[src/rtl/dual_pair_pkg.sv]
`timescale 1ns/1ps
package dual_pair_pkg;

  typedef enum logic [1:0] {
    CLS_INT = 2'd0,
    CLS_MEM = 2'd1,
    CLS_FP  = 2'd2,
    CLS_RSV = 2'd3
  } insn_class_e;

  // Operand fields in an instruction word, lowest first.
  localparam int NUM_OPS = 3;
  localparam int CLS_W   = 2;

  // True for classes that use the integer register file for their reads.
  function automatic logic int_side(input logic [1:0] code);
    return (code == CLS_INT) || (code == CLS_MEM);
  endfunction

endpackage

[src/rtl/pair_class_chk.sv]
`timescale 1ns/1ps
module pair_class_chk
  import dual_pair_pkg::*;
(
  input  logic [1:0] cls_old,
  input  logic [1:0] cls_young,
  output logic       mix_ok
);

  logic old_fp, young_fp;

  always_comb begin
    old_fp   = (cls_old   == CLS_FP);
    young_fp = (cls_young == CLS_FP);
    mix_ok   = (old_fp && int_side(cls_young)) ||
               (young_fp && int_side(cls_old));
  end

endmodule

[src/rtl/pair_dep_chk.sv]
`timescale 1ns/1ps
module pair_dep_chk
  import dual_pair_pkg::*;
#(
  parameter int RIDX_W = 5,
  localparam int OPF_W = RIDX_W + 2
)(
  input  logic                     clk,
  input  logic                     rst_n,
  input  logic [OPF_W-1:0]         old_dst,
  input  logic [NUM_OPS*OPF_W-1:0] young_ops,
  output logic                     conflict
);

  localparam int EN_BIT = RIDX_W + 1;
  localparam int FP_BIT = RIDX_W;

  logic [NUM_OPS-1:0] hit;

  generate
    for (genvar k = 0; k < NUM_OPS; k++) begin : g_op
      logic [OPF_W-1:0] fld;
      assign fld = young_ops[k*OPF_W +: OPF_W];
      assign hit[k] = old_dst[EN_BIT] && fld[EN_BIT] &&
                      (old_dst[FP_BIT] == fld[FP_BIT]) &&
                      (old_dst[RIDX_W-1:0] == fld[RIDX_W-1:0]);
    end
  endgenerate

  assign conflict = |hit;


  dep_needs_writer_chk: assert property (@(posedge clk) disable iff (!rst_n)
    conflict |-> old_dst[EN_BIT]);


  dep_same_file_chk: assert property (@(posedge clk) disable iff (!rst_n)
    (conflict && $countones(hit) == 1 && hit[0])
      |-> (young_ops[FP_BIT] == old_dst[FP_BIT]));

endmodule

[src/rtl/dual_issue_pair.sv]
`timescale 1ns/1ps
module dual_issue_pair
  import dual_pair_pkg::*;
#(
  parameter int RIDX_W = 5,
  localparam int OPF_W  = RIDX_W + 2,
  localparam int INSN_W = CLS_W + NUM_OPS * OPF_W
)(
  input  logic              clk,
  input  logic              rst_n,
  input  logic              stall,
  input  logic              slot0_valid,
  input  logic [INSN_W-1:0] slot0_insn,
  input  logic              slot1_valid,
  input  logic [INSN_W-1:0] slot1_insn,
  output logic              issue0,
  output logic              issue1,
  output logic              hold1
);

  logic mix_ok;
  logic dep_hit;

  pair_class_chk u_cls (
    .cls_old   (slot0_insn[CLS_W-1:0]),
    .cls_young (slot1_insn[CLS_W-1:0]),
    .mix_ok    (mix_ok)
  );

  pair_dep_chk #(.RIDX_W(RIDX_W)) u_dep (
    .clk       (clk),
    .rst_n     (rst_n),
    .old_dst   (slot0_insn[CLS_W +: OPF_W]),
    .young_ops (slot1_insn[INSN_W-1:CLS_W]),
    .conflict  (dep_hit)
  );

  always_comb begin
    issue0 = slot0_valid && !stall;
    issue1 = issue0 && slot1_valid && mix_ok && !dep_hit;
    hold1  = slot1_valid && !stall && !issue1;
  end


  order_chk: assert property (@(posedge clk) disable iff (!rst_n)
    issue1 |-> (issue0 && !$isunknown(slot0_insn)));


  stall_freeze_chk: assert property (@(posedge clk) disable iff (!rst_n)
    stall |-> (!issue0 && !issue1 && !hold1));


  hold_excl_chk: assert property (@(posedge clk) disable iff (!rst_n)
    hold1 |-> (slot1_valid && !issue1));


  issue_valid_chk: assert property (@(posedge clk) disable iff (!rst_n)
    issue0 |-> slot0_valid);


  rsv_nopair_chk: assert property (@(posedge clk) disable iff (!rst_n)
    ((slot0_insn[1:0] == CLS_RSV) || (slot1_insn[1:0] == CLS_RSV)) |-> !issue1);


  lone_young_chk: assert property (@(posedge clk) disable iff (!rst_n)
    (!slot0_valid && slot1_valid && !stall) |-> (hold1 && !issue1));

endmodule

[config.mk]
export PLATFORM = sky130hd
export DESIGN_NAME = dual_issue_pair
export DESIGN_NICKNAME = d
export VERILOG_FILES = /design/src/rtl/dual_pair_pkg.sv /design/src/rtl/pair_class_chk.sv /design/src/rtl/pair_dep_chk.sv /design/src/rtl/dual_issue_pair.sv
export SDC_FILE = /design/constraint.sdc
export NUM_CORES = 1
export LEC_CHECK = 0
export CORE_AREA = 2 2 39 41
export DETAILED_ROUTE_END_ITERATION = 6
export DIE_AREA = 0 0 41 43
export DONT_BUFFER_PORTS = 1
export PLACE_DENSITY_LB_ADDON = 0.2
export SETUP_SLACK_MARGIN = 0.4
export SLEW_MARGIN = 10
export SYNTH_ARGS = -nofsm -noshare
export SYNTH_HDL_FRONTEND = slang
export SYNTH_SLANG_ARGS = --single-unit
[constraint.sdc]
create_clock -name vclk -period 1.25
set_clock_uncertainty 0.05 [all_clocks]
set_input_delay 0.125 -clock vclk [all_inputs]
set_output_delay 0.125 -clock vclk [all_outputs]
set_load 0.005 [all_outputs]
; ---- Word level (Yosys, flattened, before mapping)
; Cells that the tools add are included.
[totals]
regBits = 0
elab_cells = 36
output_inout_bits = 3
mem_bits_rw = 0
mem_count = 0
input_bits = 51
latch_bits = 0
rom_bits = 0
[op_classes]
n_mul = 0
shift = 0
reduce_logical = 26
add_sub_neg = 0
n_eq_ne = 10
muxes = 0
order_cmp = 0
n_bitwise = 0
n_div = 0
[ops]
columns = op, count
row1 = 1-bit logical AND, 17
row2 = 5-bit equality test, 3
row3 = "2-bit by 1-bit equality test with 1-bit output, second input constant", 2
row4 = "2-bit equality test, second input constant", 2
row5 = 2-bit zero test, 2
row6 = 1-bit equality test, 3
row7 = 1-bit zero test, 3
row8 = 1-bit logical OR, 3
row9 = 3-bit OR reduction, 1

; ---- Logic depth before layout (Yosys ltp)
[logic_depth]
depth_word = 8
depth_mapped = 4
mapped_depth_nobuf = 4

; ---- Hierarchy
; From an unflattened synthesis, not the netlist that was laid out.
[hier_totals]
cells_unflattened = 36
hier_area_um2 = 291.5
[by_module_without_submodules]
columns = module, cells_each, area_per_inst_um2, n_inst
row1 = pair_dep_chk, 28, 217.7, 1
row2 = dual_issue_pair, 5, 57.6, 1
row3 = pair_class_chk, 3, 16.3, 1

; ---- Worst setup path after synthesis
; Ideal clock, no wire load.
[synth_path]
path_kind = input port to output port
from = input port slot0_insn[5]
to = output port hold1
t_required_ns = 1.075
slack_ns = 0.121
cell_stages = 4
arrival_ns = 0.954
n_path_buf = 0
path_cell_list = xor2_1 > nor4_2 > nand4_1 > a311oi_1
[synth_via]
elab_chain_len = 7
elab_cells_between_ends = 11
[synth_lines]
columns = element, line_no
row1 = from (decl), dual_issue_pair.sv:13  ; input logic [INSN_W-1:0] slot0_insn,
row2 = 5-bit equality test, pair_dep_chk.sv:26  ; (old_dst[RIDX_W-1:0] == fld[RIDX_W-1:0]);
row3 = 1-bit logical AND, pair_dep_chk.sv:25  ; (old_dst[FP_BIT] == fld[FP_BIT]) &&
row4 = 3-bit OR reduction *, pair_dep_chk.sv:30  ; assign conflict = |hit;
row5 = 1-bit zero test *, dual_issue_pair.sv:40  ; issue1 = issue0 && slot1_valid && mix_ok && !dep_hit;
row6 = 1-bit logical AND *, dual_issue_pair.sv:40
row7 = 1-bit zero test *, dual_issue_pair.sv:41  ; hold1 = slot1_valid && !stall && !issue1;
row8 = 1-bit logical AND *, dual_issue_pair.sv:41
row9 = to (decl), dual_issue_pair.sv:18  ; output logic hold1
; Mark *: on every way between the ends. The rest lies on a longest branch, timed or not.

; ---- Final worst setup path
[layout_path]
from = input port slot0_insn[7]
to = output port hold1
[layout_via]
elab_chain_len = 8
elab_cells_between_ends = 14
[layout_lines]
columns = element, line_no
row1 = 1-bit equality test, pair_dep_chk.sv:25
row2 = 1-bit logical AND, pair_dep_chk.sv:24  ; assign hit[k] = old_dst[EN_BIT] && fld[EN_BIT] &&
row3 = 1-bit logical AND, pair_dep_chk.sv:25
row4 = 3-bit OR reduction *, pair_dep_chk.sv:30
row5 = 1-bit zero test *, dual_issue_pair.sv:40
row6 = 1-bit logical AND *, dual_issue_pair.sv:40
row7 = 1-bit zero test *, dual_issue_pair.sv:41
row8 = 1-bit logical AND *, dual_issue_pair.sv:41
; Marks and branches as above.

==> out/results.ini <==
[run_status]
run_status = finished, final reports clean

[timing]
setup-tns-final_ns = 0
setup_viol = 0
rsz0062_at_grt = yes
worst_hold_slack_ns = 0.2250
drv_slew = 0
tightest_slew_ns = 0.2521
max_clock_freq_mhz = 824.3
hold_violations = 0
finalCritPeriodShare = 0.9706
max_slew_margin = 0.8305
period_needed_ns = 1.213

[floorplan]
io_pins = 54
start_util = 0.1908
coreArea_um2 = 1384
fp.dieH_um = 43
chipWidth_um = 41
rows = 14
die_area_um2 = 1763

[synth]
synth.distinct_cells = 13
ys_seq_area_frac = 0
yosys-top-cells-area = xnor2_1 30%, xor2_1 30%, nor3b_1 5.7%
syn_nets = 85
synth_top_area_cell = xnor2_1
synth_top_area_frac = 0.2986
netlist_area_um2 = 264.0
avgSynthCellArea_um2 = 7.765
ys_warn_count = 0
syn_inst = 34

[hold_path]
hold_depth = 1
holdPathEnd = hold1
hp-start = stall
min_path_type = in2out

[worst_setup_path]
start_kind = input port
critPathKind = in2out
required_ns = 1.08
crit_arrival_ns = 1.04
crit_path_end_kind = output port
crit_path_start = slot0_insn[7]
critPathMaxFanout = 3

[layout]
num_antenna_cells = 0
final_common_cell = xnor2_1
fillers = 160
fin_util = 0.2432
post_layout_nonfiller_instances = 51
seq_cells = 0
nets = 88
mostFrequentLayoutCells = 9 x xnor2_1, 8 x xor2_1, 3 x nand2_1, 3 x nor4_2
final_layout_size_suffix_gt1_frac = 0.2286
areaGrowthSynthToFinish_pct = 27.49
seq_area_um2 = 0
n_clock_buffer = 0

[global_routing]
grt_pass1_wl_um = 1138
grt_overflow_total = 0
grt_pass1_vias = 299
antenna_found_initial = 0
grt_util_all_layers = 0.08791
grt_max_degree = 4

[routing]
route.antenna.remaining_nets = 0
first_pass_iters = 1
routed_wl_um = 732
vias_per_cell = 4.902
drc = 0
vias = 250
drt_iter0_markers = 0
wl_per_cell_um = 14.35

[power_and_ir_drop]
p_per_area_nw_per_um2 = 234.6
total_power_uw = 78.97
peakVddDrop_mv = 0.05700
p_leak_uw = 0.00009280

[cts]
postCtsHoldBufs = 0
cts_setup_buffers = 0

[place]
globalplace.congestion = 0.6612
port_buffers = 0
placedCellCount = 51

[run]
max_cap_viol_count = 0

Yosys cell counts:
| master | number |
|---|---|
| o21ai_0 | 1 |
| a311oi_1 | 1 |
| nor4_2 | 1 |
| nor4_1 | 2 |
| a41oi_1 | 1 |
| and4_2 | 1 |
| nor3b_1 | 2 |
| inv_1 | 1 |
| nand4_1 | 2 |
| xnor2_1 | 9 |
| xor2_1 | 9 |
| nand2_1 | 3 |
| nor2b_1 | 1 |
critical path, cell delays in order:
cell      delay [ns]
xor2_4          0.16
nor4_2          0.27
nand4_1         0.16
a311oi_2        0.32
stage by stage:
stage / instance area [um2] / setup slack, ns
floorplan: 270.3 / 0.1452
global placement: 297.8 / -0.01953
detailed placement: 297.8 / -0.03240
CTS: 317.8 / 0.02263
global route: 336.6 / -0.04919
finish: 336.6 / 0.03680
cell type report:
| cell class | instances | area (um2) | share of cell area |
|---|---|---|---|
| inverters | 1 | 3.754 | 0.01115 |
| repair buffers | 1 | 7.507 | 0.02230 |
| multi-input cells | 33 | 305.3 | 0.9071 |
| well taps | 16 | 20.02 | 0.05948 |
how the worst max path moves through the flow:
stage            end  slack [ns]
2_1_floorplan  hold1        0.15
3_3_place_gp   hold1       -0.02
3_5_place_dp   hold1       -0.03
4_1_cts        hold1        0.02
5_1_grt        hold1       -0.05
6_report       hold1        0.04
timing repair:
action / CTS / global route
pin swaps: 1 / 4
setup endpoints to repair: 2 / 2
resized for setup: 3 / 2
routing by layer:
layer  routed length [um]  vias to the layer above  track usage
met5                    0                        -            0
met1                  262                      106       0.1108
met2                  350                       21       0.1594
met4                    0                        0            0
li1                     -                      123            -
met3                  120                        0      0.01047
kinds of logic (layout without fill, tap and decap cells):
logic type	Yosys count	count (layout)	share of synthesized area
AND/OR/NAND/NOR	12	12	0.3033
buffers and inverters	1	2	0.01420
XOR/XNOR	18	18	0.5972
AO/OA/AOI/OAI	3	3	0.08530
where the power goes:
| part | leakage, uW | switching, uW | internal (uW) |
|---|---|---|---|
| clock | 0 | 0 | 0 |
| combinational | 0.0000928 | 31.7 | 47.3 |
| sequential | 0 | 0 | 0 |
No activity file was read; power rests on OpenSTA's default activity.
